[config.mk]
export PLATFORM = sky130hd
export DESIGN_NAME = seg_xlate
export DESIGN_NICKNAME = d
export VERILOG_FILES = /design/src/rtl/seg_xlate_pkg.sv /design/src/rtl/seg_regfile.sv /design/src/rtl/seg_select.sv /design/src/rtl/seg_addr_add.sv /design/src/rtl/seg_xlate.sv
export SDC_FILE = /design/constraint.sdc
export NUM_CORES = 1
export LEC_CHECK = 0
export ABC_AREA = 1
export BUFFER_PORTS_ARGS = -buffer_cell sky130_fd_sc_hd__buf_2
export CAP_MARGIN = 20
export CORE_MARGIN = 5
export CORE_UTILIZATION = 60
export CTS_CLUSTER_SIZE = 25
export DETAILED_ROUTE_END_ITERATION = 8
export MAX_ROUTING_LAYER = met4
export PLACE_DENSITY_LB_ADDON = 0.15
export SYNTH_ARGS = -nofsm -noshare
export SYNTH_HDL_FRONTEND = slang
export SYNTH_SLANG_ARGS = --single-unit
[constraint.sdc]
create_clock -name clk -period 5.95 [get_ports clk]
set_clock_uncertainty 0.15 [all_clocks]
set_input_delay 0.8925 -clock clk [delete_from_list [all_inputs] [get_ports clk]]
set_output_delay 0.8925 -clock clk [all_outputs]
set_load 0.005 [all_outputs]
[src/rtl/seg_xlate_pkg.sv]
package seg_xlate_pkg;
  typedef enum logic [1:0] {
    SEG_CODE  = 2'd0,
    SEG_STACK = 2'd1,
    SEG_DATA  = 2'd2,
    SEG_EXTRA = 2'd3
  } seg_sel_e;

  typedef enum logic [1:0] {
    ACC_FETCH   = 2'd0,
    ACC_DATA    = 2'd1,
    ACC_STR_DST = 2'd2,
    ACC_FAR     = 2'd3
  } acc_kind_e;

  typedef enum logic [1:0] {
    BASE_OTHER = 2'd0,
    BASE_SP    = 2'd1,
    BASE_BP    = 2'd2,
    BASE_ALT   = 2'd3
  } base_tag_e;

  localparam int NSEG = 4;
endpackage

[src/rtl/seg_regfile.sv]
module seg_regfile #(
  parameter int SEG_W      = 16,
  parameter int NREG       = 4,
  parameter logic [15:0] CODE_RESET = 16'hF000,
  localparam int SEL_W     = $clog2(NREG)
) (
  input  logic             clk,
  input  logic             rst,
  input  logic             wr_en,
  input  logic [SEL_W-1:0] wr_sel,
  input  logic [SEG_W-1:0] wr_value,
  input  logic [SEL_W-1:0] rd_sel,
  output logic [SEG_W-1:0] rd_value
);
  logic [SEG_W-1:0] seg_q [NREG];

  for (genvar i = 0; i < NREG; i++) begin : g_reg
    // Register 0 is the code segment and gets the boot value.
    localparam logic [SEG_W-1:0] RST_VAL = (i == 0) ? SEG_W'(CODE_RESET) : '0;
    always_ff @(posedge clk) begin
      if (rst) begin
        seg_q[i] <= RST_VAL;
      end else if (wr_en && wr_sel == SEL_W'(i)) begin
        seg_q[i] <= wr_value;
      end
    end
  end

  assign rd_value = seg_q[rd_sel];
endmodule

[src/rtl/seg_select.sv]
module seg_select
  import seg_xlate_pkg::*;
(
  input  acc_kind_e kind,
  input  base_tag_e base,
  input  logic      ovr_valid,
  input  seg_sel_e  ovr_sel,
  output seg_sel_e  sel,
  output logic      use_far
);
  always_comb begin
    use_far = (kind == ACC_FAR);
    sel     = SEG_DATA;
    unique case (kind)
      ACC_STR_DST: sel = SEG_EXTRA;
      ACC_FETCH:   sel = ovr_valid ? ovr_sel : SEG_CODE;
      ACC_DATA: begin
        if (ovr_valid)                              sel = ovr_sel;
        else if (base == BASE_SP || base == BASE_BP) sel = SEG_STACK;
        else                                        sel = SEG_DATA;
      end
      ACC_FAR:     sel = SEG_DATA;
    endcase
  end
endmodule

[src/rtl/seg_addr_add.sv]
module seg_addr_add #(
  parameter int SEG_W = 16,
  parameter int OFF_W = 16,
  parameter int SHIFT = 4,
  localparam int PA_W = SEG_W + SHIFT
) (
  input  logic [SEG_W-1:0] seg,
  input  logic [OFF_W-1:0] off,
  output logic [PA_W-1:0]  pa
);
  // Sum kept at PA_W bits: the carry out of the top bit is dropped.
  assign pa = {seg, {SHIFT{1'b0}}} + PA_W'(off);
endmodule

[src/rtl/seg_xlate.sv]
module seg_xlate
  import seg_xlate_pkg::*;
#(
  parameter int SEG_W = 16,
  parameter int OFF_W = 16,
  parameter int SHIFT = 4,
  parameter logic [15:0] CODE_RESET = 16'hF000,
  localparam int PA_W = SEG_W + SHIFT
) (
  input  logic             clk,
  input  logic             rst,
  input  logic             wr_en,
  input  logic [1:0]       wr_sel,
  input  logic [SEG_W-1:0] wr_value,
  input  logic             req_valid,
  input  logic [1:0]       req_kind,
  input  logic [1:0]       req_base,
  input  logic [OFF_W-1:0] req_offset,
  input  logic             ovr_valid,
  input  logic [1:0]       ovr_sel,
  input  logic [SEG_W-1:0] far_seg,
  output logic             rsp_valid,
  output logic [PA_W-1:0]  rsp_addr
);
  seg_sel_e         sel;
  logic             use_far;
  logic [SEG_W-1:0] reg_seg;
  logic [SEG_W-1:0] eff_seg;
  logic [PA_W-1:0]  pa;

  seg_select u_sel (
    .kind      (acc_kind_e'(req_kind)),
    .base      (base_tag_e'(req_base)),
    .ovr_valid (ovr_valid),
    .ovr_sel   (seg_sel_e'(ovr_sel)),
    .sel       (sel),
    .use_far   (use_far)
  );

  seg_regfile #(
    .SEG_W      (SEG_W),
    .NREG       (NSEG),
    .CODE_RESET (CODE_RESET)
  ) u_regs (
    .clk      (clk),
    .rst      (rst),
    .wr_en    (wr_en),
    .wr_sel   (wr_sel),
    .wr_value (wr_value),
    .rd_sel   (sel),
    .rd_value (reg_seg)
  );

  assign eff_seg = use_far ? far_seg : reg_seg;

  seg_addr_add #(
    .SEG_W (SEG_W),
    .OFF_W (OFF_W),
    .SHIFT (SHIFT)
  ) u_add (
    .seg (eff_seg),
    .off (req_offset),
    .pa  (pa)
  );

  always_ff @(posedge clk) begin
    if (rst) begin
      rsp_valid <= 1'b0;
      rsp_addr  <= '0;
    end else begin
      rsp_valid <= req_valid;
      if (req_valid) rsp_addr <= pa;
    end
  end
endmodule

* Word level (Yosys, flattened, before mapping) *
Memory sizes are Yosys's and may differ from the RTL's.
Index checks and enable logic that the tools add are counted.

cells by class
  add/sub/neg operators = 1
  eq/ne operators = 8
  mux-type cells = 23
  bitwise gates (word level) = 4
  reduce and logical (&&, ||, !) cells = 7

operators with widths
  operator                                                          number
  16-bit two-way mux                                                5
  20-bit by 16-bit adder with 20-bit output                         1
  1-bit two-way mux                                                 14
  2-bit == test (second input constant)                             5
  2-bit case mux with 4 select lines                                1
  2-bit by 1-bit == test with 1-bit output (second input constant)  3
  2-bit two-way mux                                                 3
  1-bit logical AND                                                 4
  2-bit logical NOT                                                 2
  1-bit bitwise OR                                                  4
  1-bit logical OR                                                  1

word-level totals
  flip-flop bits (word level) = 21
  memory bits (writable) = 64
  input bits = 61
  logic and storage cells = 46
  memories kept = 1

memories
  name          words  bits a word  rd ports  clocked after memory_dff  wr ports  RTL line           text
  u_regs.seg_q  4      16           1         0                         4         seg_regfile.sv:15  logic [SEG_W-1:0] seg_q [NREG];

* Logic depth before layout (Yosys ltp) *
Gate-level depths: netlist of the first run.
An unclocked memory read counts as a cell.

  depth after elaboration = 8
  gate-level depth with buffers = 22

* Cells and area by module *
Synthesis of the first run repeated with hierarchy kept, for this count alone.

unflattened totals
  cells, all modules = 724
  area, all modules = 5,293.8 um2

modules (own cells, without submodules)
  module        times used  cells each  area an instance (um2)
  seg_regfile   1           355         3,216.8
  seg_xlate     1           182         1,136.1
  seg_addr_add  1           168         862.1
  seg_select    1           19          78.8

* Worst setup path after synthesis of the first run *
Ideal clock, no wire load.

  path kind = in2reg
  start point = input port req_base[0]
  end point = register rsp_addr[12]
  arrival = 3,248 ps
  required time = 5,685 ps
  slack = 2,436 ps
  stages on the path = 18
  buffers on the path = 1
  path through = inv_1 -> nand2_1 -> nand2_1 -> nor2_1 -> nor2_4 -> clkbuf_1 -> a32o_1 -> o21ai_1 -> ha_1 -> fa_1 -> nand3_1 -> nand3_1 -> a31oi_1 -> nor2_1 -> nor2_1 -> xnor2_1 -> o21ai_0 -> inv_1

between the ends
  word-level cells in the longest chain between the ends = 8
  elaborated cells between the ends (all ways) = 9
  classes of those cells = add/sub (1); eq/ne (2); mux (4); reduce/logical (1); memory (1)

ends and longest elaborated chain
  element                                                                    RTL line            text
  start: declaration                                                         seg_xlate.sv:17     input logic [1:0] req_base,
  2-bit by 1-bit == test with 1-bit output or 2-bit == test (tied branches)  seg_select.sv:19    else if (base == BASE_SP || base == BASE_BP) sel = SEG_STACK;
  1-bit logical OR (*)                                                       seg_select.sv:19
  2-bit two-way mux (*)                                                      seg_select.sv:19
  2-bit two-way mux (*)                                                      seg_select.sv:18    if (ovr_valid) sel = ovr_sel;
  2-bit case mux with 4 select lines (*)                                     seg_select.sv:14    unique case (kind)
  memory 4 x 16 bit (*)                                                      --
  16-bit two-way mux (*)                                                     seg_xlate.sv:54     assign eff_seg = use_far ? far_seg : reg_seg;
  20-bit by 16-bit adder with 20-bit output (*)                              seg_addr_add.sv:12  assign pa = {seg, {SHIFT{1'b0}}} + PA_W'(off);
  end signal: assignment                                                     seg_xlate.sv:72     if (req_valid) rsp_addr <= pa;
  end: declaration                                                           seg_xlate.sv:23     output logic [PA_W-1:0] rsp_addr

Every way passes the cells marked *; elsewhere a longest branch is shown, timed or not.
A chain may end at the register's enable or synchronous reset.

* Worst setup path in the final report of the first run *
  start point = input port ovr_valid
  end point = register rsp_addr[12]

between the ends
  word-level cells in the longest chain between the ends = 5
  elaborated cells between the ends (all ways) = 6
  classes of those cells = add/sub (1); mux (4); memory (1)

ends and longest elaborated chain
  element                                        RTL line                            text
  start: declaration                             seg_xlate.sv:19                     input logic ovr_valid,
  2-bit two-way mux (on tied branches)           seg_select.sv:18, seg_select.sv:16
  2-bit case mux with 4 select lines (*)         seg_select.sv:14
  memory 4 x 16 bit (*)                          --
  16-bit two-way mux (*)                         seg_xlate.sv:54
  20-bit by 16-bit adder with 20-bit output (*)  seg_addr_add.sv:12

Marks and branches as above.

==> run_results.csv, run 1 <==
group,metric,value,unit
status,outcome,"completed",
final_layout,final_nets,678,
die,rows,31,
placement,portBuffers,81,
clock_network,cts_tree,"built",
critical_path,critical_path_class,"input port to flip-flop",
final_layout,final_common_cell,"nor2_1",
placement,hpwl,7.617,mm
critical_path,cp-start-kind,"input port",
yosys,synth.cell_area,0.004498,mm^2
clock_network,h-tree-depth,3,
sta,relSlewSlack,0.3731,
critical_path,cpPeakStageDelay,440,ps
critical_path,cp_max_fo,33,
global_routing,grt_first_pass_wirelength,16.82,mm
clock_network,postCtsHoldBufs,0,
route,ant_nets,0,
placement,place_area,0.004997,mm^2
power_and_ir_drop,ir_drop,0.0001782,V
sta,rsz0062_at_grt,"no",
critical_path,crit_chain,"buf_2 -> inv_1 -> nand2_2 -> nor2_2 -> nand2_2 -> nand2_4 -> inv_2 -> nand2_1 -> a32o_1 -> o21ai_1 -> ha_1 -> fa_1 -> nand3_1 -> nand3_1 -> a31oi_1 -> nor2_1 -> nor2_1 -> xnor2_1 -> o21ai_0 -> inv_1",
final_layout,drive_gt1_frac,0.1924,
die,pin_count,82,
clock_network,clk_path_buf_depth,2,
final_layout,antenna_cells,0,
die,initial_core_util,0.6168,
route,routedWlPerCell,14.91,um
flow_run,drv_cap,0,
yosys,syn_nets,605,
route,first_pass_iters,5,
route,drc,0,
global_routing,antenna_found_initial,0,
yosys,ys_seq_area_frac,0.5207,
clock_network,cts_root_buffer,"clkbuf_8",
clock_network,cts_resized,0,
sta,worst_pin_slew,940.3,ps
clock_network,cts_inserted_buffers,9,
global_routing,grt_start_max_net_pins,34,
final_layout,design_area,0.005175,mm^2
global_routing,grt_use_total,0.2474,
yosys,synth-seq-cells,85,
placement,dp_slack,1691,ps
yosys,synth_cell_types,34,
global_routing,grt_pass1_vias,3623,
clock_network,clkSlewWorstSetupHoldPaths,90,ps
die,dieArea,0.009329,mm^2
placement,dp_cells,691,
min_path,worstHoldPathCells,2,
critical_path,startpoint,"ovr_valid",
die,core,0.007292,mm^2
critical_path,slowest_stage,"fa_1",
route,routed_wl,10.54,mm
clock_network,cts.sinks,85,
die,die_h,96.59,um
critical_path,endpoint_kind,"flip-flop",
global_routing,grt_overflow,0,
sta,finalHoldViolations,0,
route,vias,3817,
min_path,hold_start,"rsp_addr[14]$_SDFFE_PP0P_",
sta,max_freq,256.1,MHz
final_layout,final_cell_mix,"nor2_1 (108), nand2_1 (103), buf_2 (81), edfxtp_1 (64), inv_1 (62)",
yosys,synth_warnings,0,
power_and_ir_drop,leakage,0.002397,uW
sta,setup_viol,0,
sta,layout_setup_ws,2045,ps
critical_path,arrival,4010,ps
route,via_per_inst,5.399,
final_layout,areaGrowthSynthToFinish,15.05,%
critical_path,reg2reg_depth,13,
final_layout,instances_no_fill,707,
die,die_w,96.59,um
sta,period_share,0.6563,
yosys,synth.avg_cell_area,8.487,um^2
sta,slew_violations,0,
placement,routabilityCongestion,0.9117,
yosys,syn_inst,530,
sta,tns,0,ps
clock_network,worstSkewPairLatency,370,ps
route,drtIter0Drc,236,
critical_path,cp.required,6060,ps
clock_network,cts_setup_buffers,0,
min_path,hold_path_class,"flip-flop to flip-flop",
sta,fin_crit,3905,ps
power_and_ir_drop,powerDensity,268.8,mW/mm^2
critical_path,timing.rr.start,"u_regs.seg_q[3][0]$_SDFFCE_PN0P_",
-- report_power, final --
group	leakage, uW	switching, uW	internal, uW	total (uW)
clock	0.0000900	226	157	383
sequential	0.000804	17.0	687	704
combinational	0.00150	190	115	305
total	0.00240	433	958	1390
-- final timing paths --
check | end | slack [ps]
hold reg to reg | rsp_addr[14]$_SDFFE_PP0P_ | 340
hold / removal | rsp_addr[14]$_SDFFE_PP0P_ | 340
setup reg to reg | rsp_addr[12]$_SDFFE_PP0P_ | 3210
setup / recovery | rsp_addr[12]$_SDFFE_PP0P_ | 2050
-- sequential cells by signal, summed over array words and instances (netlist names) --
register and cells:
rsp_valid 1, rsp_addr 20, u_regs.seg_q 64
-- per-stage QoR --
stage | util | hold WS [ps] | power [uW]
finish | 0.7097 | 342.9 | 1391
global route | 0.7097 | 387.0 | 1463
CTS | 0.7097 | 347.6 | 1393
detailed placement | 0.6853 | 323.4 | 1018
global placement | 0.6853 | 326.1 | 1008
floorplan | - | 322.3 | 920.4
-- worst max-delay path, delay by kind of cell --
family / cells / cell delay, ps
buffers and inverters: 4 / 510
AOI/OAI and AO/OA: 4 / 700
and+or+nand+nor: 9 / 1080
xor gates and xnor gates: 1 / 80
adders and majority gates: 2 / 730
-- per-layer routing --
metal  global-route usage  wire length (um)
met1               0.2999              4328
met2               0.4132              5172
met5                    -                 0
met3              0.05112               811
met4              0.08528               230
-- logic make-up after synthesis --
group                    share of synthesized area
AND/OR/NAND/NOR                             0.2420
XOR/XNOR                                   0.01752
AO/OA/AOI/OAI                               0.1068
buffers and inverters                      0.07232
flip-flops                                  0.5207
adder cells (fa/ha/maj)                    0.04061
-- layout make-up --
type,count,area (um^2)
Inverter,64,240.2
Tap cell,99,123.9
Multi-Input combinational cell,362,1886
Timing Repair Buffer,81,405.4
Clock buffer,9,123.9
Fill cell,638,2117
Sequential cell,85,2342
Clock inverter,7,53.80
-- cells in the mapped netlist --
library cell | instances | area share
xor2_1 | 5 | 0.0097
o21ai_0 | 21 | 0.023
o211ai_1 | 2 | 0.0033
nor2_1 | 108 | 0.090
nor3_1 | 1 | 0.0011
ha_1 | 13 | 0.036
xnor2_1 | 4 | 0.0078
dfxtp_1 | 21 | 0.093
buf_6 | 1 | 0.0025
nor4_2 | 1 | 0.0028
nand2_1 | 103 | 0.086
buf_1 | 1 | 0.00083
buf_2 | 5 | 0.0056
or2_2 | 3 | 0.0042
and2_1 | 1 | 0.0014
o21ai_2 | 1 | 0.0019
nand2_2 | 4 | 0.0056
nand3_2 | 1 | 0.0022
clkbuf_1 | 12 | 0.010
o21ai_1 | 15 | 0.017
nand3_1 | 27 | 0.030
edfxtp_1 | 64 | 0.43
o21bai_1 | 1 | 0.0017
a21oi_1 | 20 | 0.022
inv_1 | 62 | 0.052
nor2_4 | 1 | 0.0025
fa_1 | 1 | 0.0045
a31oi_1 | 3 | 0.0042
inv_2 | 2 | 0.0017
nand2_4 | 2 | 0.0050
a32o_1 | 12 | 0.027
nor2_2 | 2 | 0.0028
nand4_1 | 6 | 0.0083
o31ai_1 | 4 | 0.0067
Power figures use the tool's default switching activity.
==> run 2, diff against run 1 <==
CORE_UTILIZATION = 51   (was 60)
clock period = 3.15 ns   (was 5.95 ns; I/O delays follow)
==> run 2 against run 1 <==
Net effect:
- die area up 16%
- critical endpoint is now rsp_addr[16]$_SDFFE_PP0P_
- sequential power increased by 89%
- final cell count rose by 7.8%
- first-iteration DRC count fell by 25%
- critical path depth unchanged
==> run_results.csv, run 2 (synthesized netlist as in run 1, its figures left out) <==
group,metric,value,unit
clock_network,clk_path_buf_depth,2,
power_and_ir_drop,power,2728,uW
sta,relSlewSlack,0.3822,
sta,rsz0062_at_grt,"yes",
power_and_ir_drop,powerDensity,486.2,mW/mm^2
global_routing,grt_first_pass_wirelength,18.40,mm
placement,place_area,0.005384,mm^2
critical_path,crit_chain,"buf_2 -> inv_1 -> nand2_1 -> nand2_1 -> nor2_2 -> nor2_4 -> buf_4 -> a21oi_1 -> a32o_1 -> o21ai_1 -> ha_1 -> inv_1 -> o21ai_0 -> a31oi_2 -> nand3_1 -> nand3_1 -> nand2_1 -> xor2_1 -> o21ai_1 -> inv_1",
clock_network,cts_tree,"built",
global_routing,antenna_found_initial,0,
route,routedWlPerCell,14.91,um
final_layout,largest_registers,"u_regs.seg_q: 64 flops, rsp_addr: 20 flops, rsp_valid: 1 flops",
sta,timing.hold.ws,193.7,ps
route,via_per_inst,5.139,
route,routed_wl,11.36,mm
clock_network,h-tree-depth,3,
critical_path,cpPeakStageDelay,280,ps
critical_path,critical_path_class,"input port to flip-flop",
route,vias,3916,
final_layout,final_common_cell,"nor2_1",
route,drc,0,
die,die_h,103.9,um
placement,hpwl,8.454,mm
critical_path,arrival,3090,ps
final_layout,areaGrowthSynthToFinish,24.76,%
placement,routabilityCongestion,0.9550,
sta,slew_violations,0,
final_layout,largest_reg_flops,64,
final_layout,design_area,0.005612,mm^2
sta,worst_pin_slew,926.7,ps
die,pin_count,82,
route,drtIter0Drc,178,
global_routing,grt_overflow,0,
status,outcome,"completed",
die,rows,34,
final_layout,regMostFlops,"u_regs.seg_q",
sta,period_share,0.9481,
flow_run,drv_cap,0,
critical_path,critPathBufInv,5,
power_and_ir_drop,leakage,0.002636,uW
critical_path,cp_top_family,"compound AO/OA/AOI/OAI gates",
die,dieArea,0.01080,mm^2
final_layout,drive_gt1_frac,0.2615,
final_layout,antenna_cells,0,
route,ant_nets,0,
final_layout,final_nets,725,
critical_path,cp.required,3250,ps
clock_network,postCtsHoldBufs,0,
clock_network,cts_inserted_buffers,9,
clock_network,cts.sinks,85,
sta,setup_viol,0,
clock_network,worstSkewPairLatency,350,ps
final_layout,final_cell_mix,"nor2_1 (106), nand2_1 (103), buf_2 (81), edfxtp_1 (64), inv_1 (62)",
sta,max_freq,334.9,MHz
critical_path,endpoint_kind,"flip-flop",
min_path,hold_path_class,"input port to flip-flop",
die,core,0.008678,mm^2
clock_network,clkSlewWorstSetupHoldPaths,80,ps
critical_path,cp_max_fo,8,
power_and_ir_drop,ir_drop,0.0002824,V
clock_network,cts_root_buffer,"clkbuf_8",
global_routing,grt_start_max_net_pins,33,
die,initial_core_util,0.5183,
global_routing,grt_pass1_vias,3785,
route,first_pass_iters,4,
placement,portBuffers,81,
critical_path,cp-start-kind,"input port",
sta,finalHoldViolations,0,
global_routing,grt_use_total,0.2146,
critical_path,slowest_stage,"ha_1",
die,die_w,103.9,um
sta,fin_crit,2986,ps
run 2: changes by cell type in the layout (fill, tap and decap cells not counted), sizes merged:
cell    before  now
clkinv       2    4
inv         68   65
clkbuf       9   10
buf         81  127
run 2: layout make-up:
type,count,area [um^2]
Sequential cell,85,2342
Clock inverter,6,40.04
Tap cell,108,135.1
Inverter,64,245.2
Timing Repair Buffer,128,813.3
Fill cell,766,3067
Clock buffer,9,123.9
Multi-Input combinational cell,362,1912
run 2: repair_timing:
action | CTS | global route
buffers inserted | 0 | 1
endpoints found under the setup margin | 0 | 6
gates resized for setup | 0 | 10
run 2: path summary, 6_finish.rpt:
check / startpoint / end / slack [ps] / cells past startpoint
worst max-delay path: req_base[0] / rsp_addr[16]$_SDFFE_PP0P_ / 160 / 20
worst min register to register: rsp_addr[5]$_SDFFE_PP0P_ / rsp_addr[5]$_SDFFE_PP0P_ / 350 / 2
worst max register to register: u_regs.seg_q[3][0]$_SDFFCE_PN0P_ / rsp_addr[12]$_SDFFE_PP0P_ / 640 / 13
worst min-delay path: req_offset[1] / rsp_addr[1]$_SDFFE_PP0P_ / 190 / 3
run 2: power breakdown:
| part | internal [uW] | switching [uW] | total (uW) |
|---|---|---|---|
| combinational | 327 | 393 | 720 |
| sequential | 1300 | 30.9 | 1330 |
| clock | 282 | 399 | 682 |
| total | 1910 | 823 | 2730 |
run 2: worst register-to-register path: cells and delay by family, from the launching register on:
| family | cells | cell delay (ps) |
|---|---|---|
| AO/OA/AOI/OAI | 5 | 790 |
| buffers and inverters | 1 | 50 |
| adder cells (fa/ha/maj) | 2 | 620 |
| XOR/XNOR | 1 | 70 |
| AND/OR/NAND/NOR | 4 | 360 |
| flip-flops | 1 | 370 |
run 2: stage by stage:
step / utilization / setup WS, ps / TNS (ps) / std cells
final: 0.6466 / 163.6 / 0 / 762
after floorplan: - / 56.47 / 0 / 530
after global routing: 0.6466 / -90.21 / -164.9 / 762
after global placement: 0.6204 / -172.2 / -844.3 / 745
after detailed placement: 0.6204 / -287.3 / -1348 / 745
after CTS: 0.6393 / 92.74 / 0 / 760
run 2: per-layer routing:
layer  global-route usage  wire length, um
met1               0.2708             4740
met2               0.3593             5646
met3              0.03600              851
met4              0.05828              125
met5                    -                0
==> run 3, diff against run 2 <==
CORE_ASPECT_RATIO = 1.2   (was not set)
CORE_UTILIZATION = 60   (was 51)
HOLD_SLACK_MARGIN = 0.1   (was not set)
clock period = 3.7 ns   (was 3.15 ns; I/O delays follow)
==> run 3 against run 2 <==
Net effect:
- via count shrank 3.7%
- non-clock buffer count shrank 38
- register-to-register slack improved by 340 ps
- first-iteration DRC count grew 38%
- hold slack improved by 73 ps
- sequential share of layout area is 2.7 points higher
- routed wire length decreased by 9.0%
- critical path depth did not move
- count of clock-buffer cells in the layout rose by 1
- core utilization increased by 7.8 points
- sequential power fell by 15%
- critical endpoint is now rsp_addr[12]$_SDFFE_PP0P_
==> run_results.csv, run 3 (synthesized netlist as in run 1, its figures left out) <==
group,metric,value,unit
clock_network,cts_setup_buffers,0,
power_and_ir_drop,powerDensity,446.8,mW/mm^2
min_path,hold_path_class,"input port to flip-flop",
critical_path,arrival,3430,ps
sta,layout_setup_ws,381.8,ps
placement,portBuffers,81,
die,pin_count,82,
final_layout,design_area,0.005274,mm^2
status,outcome,"completed",
route,drtIter0Drc,245,
global_routing,grt_first_pass_wirelength,16.55,mm
sta,period_share,0.8968,
clock_network,clkSlewWorstSetupHoldPaths,90,ps
sta,timing.hold.ws,267.1,ps
sta,slew_violations,0,
clock_network,cts_resized,0,
final_layout,largest_registers,"u_regs.seg_q: 64 flops, rsp_addr: 20 flops, rsp_valid: 1 flops",
power_and_ir_drop,leakage,0.002453,uW
die,rows,34,
sta,relSlewSlack,0.3668,
final_layout,areaGrowthSynthToFinish,17.25,%
route,first_pass_iters,5,
die,die_w,89.04,um
critical_path,slowest_stage,"nor2_4",
die,dieArea,0.009335,mm^2
sta,rsz0062_at_grt,"no",
final_layout,antenna_cells,0,
clock_network,h-tree-depth,3,
critical_path,cp_common_cell,"nor2_1",
critical_path,cp.required,3810,ps
route,via_per_inst,5.337,
sta,setup_viol,0,
placement,hpwl,7.418,mm
flow_run,drv_cap,0,
power_and_ir_drop,ir_drop,0.0003309,V
global_routing,grt_overflow,0,
global_routing,grt_start_max_net_pins,29,
sta,worst_pin_slew,949.8,ps
clock_network,cts.sinks,85,
placement,routabilityCongestion,0.9323,
clock_network,cts_root_buffer,"clkbuf_8",
global_routing,antenna_found_initial,0,
global_routing,grt_use_total,0.2368,
critical_path,critical_path_class,"input port to flip-flop",
route,routed_wl,10.34,mm
die,core,0.007274,mm^2
critical_path,cp-start-kind,"input port",
sta,finalHoldViolations,0,
critical_path,cp_max_fo,20,
clock_network,clk_path_buf_depth,2,
route,ant_nets,0,
placement,place_area,0.005054,mm^2
global_routing,grt_pass1_vias,3567,
final_layout,drive_gt1_frac,0.2042,
final_layout,final_common_cell,"nor2_1",
critical_path,endpoint_kind,"flip-flop",
route,drc,0,
critical_path,cpPeakStageDelay,400,ps
clock_network,worstSkewPairLatency,360,ps
final_layout,final_nets,687,
sta,fin_crit,3318,ps
clock_network,postCtsHoldBufs,0,
final_layout,final_cell_mix,"nor2_1 (108), nand2_1 (103), buf_2 (81), edfxtp_1 (64), inv_1 (62)",
die,initial_core_util,0.6183,
final_layout,regMostFlops,"u_regs.seg_q",
final_layout,largest_reg_flops,64,
die,die_h,104.8,um
sta,max_freq,301.4,MHz
placement,dp_slack,41.15,ps
route,routedWlPerCell,14.62,um
clock_network,cts_inserted_buffers,9,
route,vias,3773,
critical_path,crit_chain,"buf_2 -> inv_1 -> nand2_1 -> nand2_1 -> nor2_1 -> nor2_4 -> buf_4 -> a21oi_1 -> a32o_1 -> o21ai_1 -> ha_1 -> fa_1 -> nand3_1 -> nand3_1 -> a31oi_1 -> nor2_1 -> nor2_1 -> xnor2_1 -> o21ai_0 -> inv_1",
sta,tns,0,ps
clock_network,cts_tree,"built",
[run 3: worst max-delay path, delay by kind of cell]
kind	cells	cell delay (ps)
buf+inv	4	410
xor+xnor	1	120
fa+ha+maj	2	570
simple gates	8	1020
compound gates	5	720
[run 3: report_power, final]
group	internal, uW	switching (uW)
clock network	385	343
logic	192	306
registers	1100	25.8
[run 3: layout make-up]
class	count	area [um^2]
clock buffer	10	127.6
clock inverter	6	92.59
fill	567	2001
inverter	64	240.2
multi-input combinational	362	1886
sequential	85	2342
tap	90	112.6
timing repair buffer	90	473.0
[run 3: worst paths after layout]
| check | startpoint | cells after the start | slack (ps) | endpoint |
|---|---|---|---|---|
| setup / recovery | req_base[0] | 20 | 380 | rsp_addr[12]$_SDFFE_PP0P_ |
| hold / removal | req_offset[3] | 3 | 270 | rsp_addr[3]$_SDFFE_PP0P_ |
| setup reg to reg | u_regs.seg_q[3][0]$_SDFFCE_PN0P_ | 13 | 980 | rsp_addr[12]$_SDFFE_PP0P_ |
| hold reg to reg | rsp_addr[5]$_SDFFE_PP0P_ | 2 | 350 | rsp_addr[5]$_SDFFE_PP0P_ |
[run 3: metrics by stage]
stage | cells | util | power [uW]
floorplan | 530 | - | 1480
global placement | 691 | 0.6947 | 1630
detailed placement | 691 | 0.6947 | 1642
CTS | 707 | 0.7250 | 2356
global route | 707 | 0.7250 | 2476
finish | 707 | 0.7250 | 2356
[run 3: routing by layer]
metal | routed length (um) | track usage | share of wire
met5 | 0 | - | 0
met4 | 206 | 0.08191 | 0.020
met3 | 701 | 0.04567 | 0.068
met2 | 5229 | 0.3822 | 0.51
met1 | 4201 | 0.2959 | 0.41
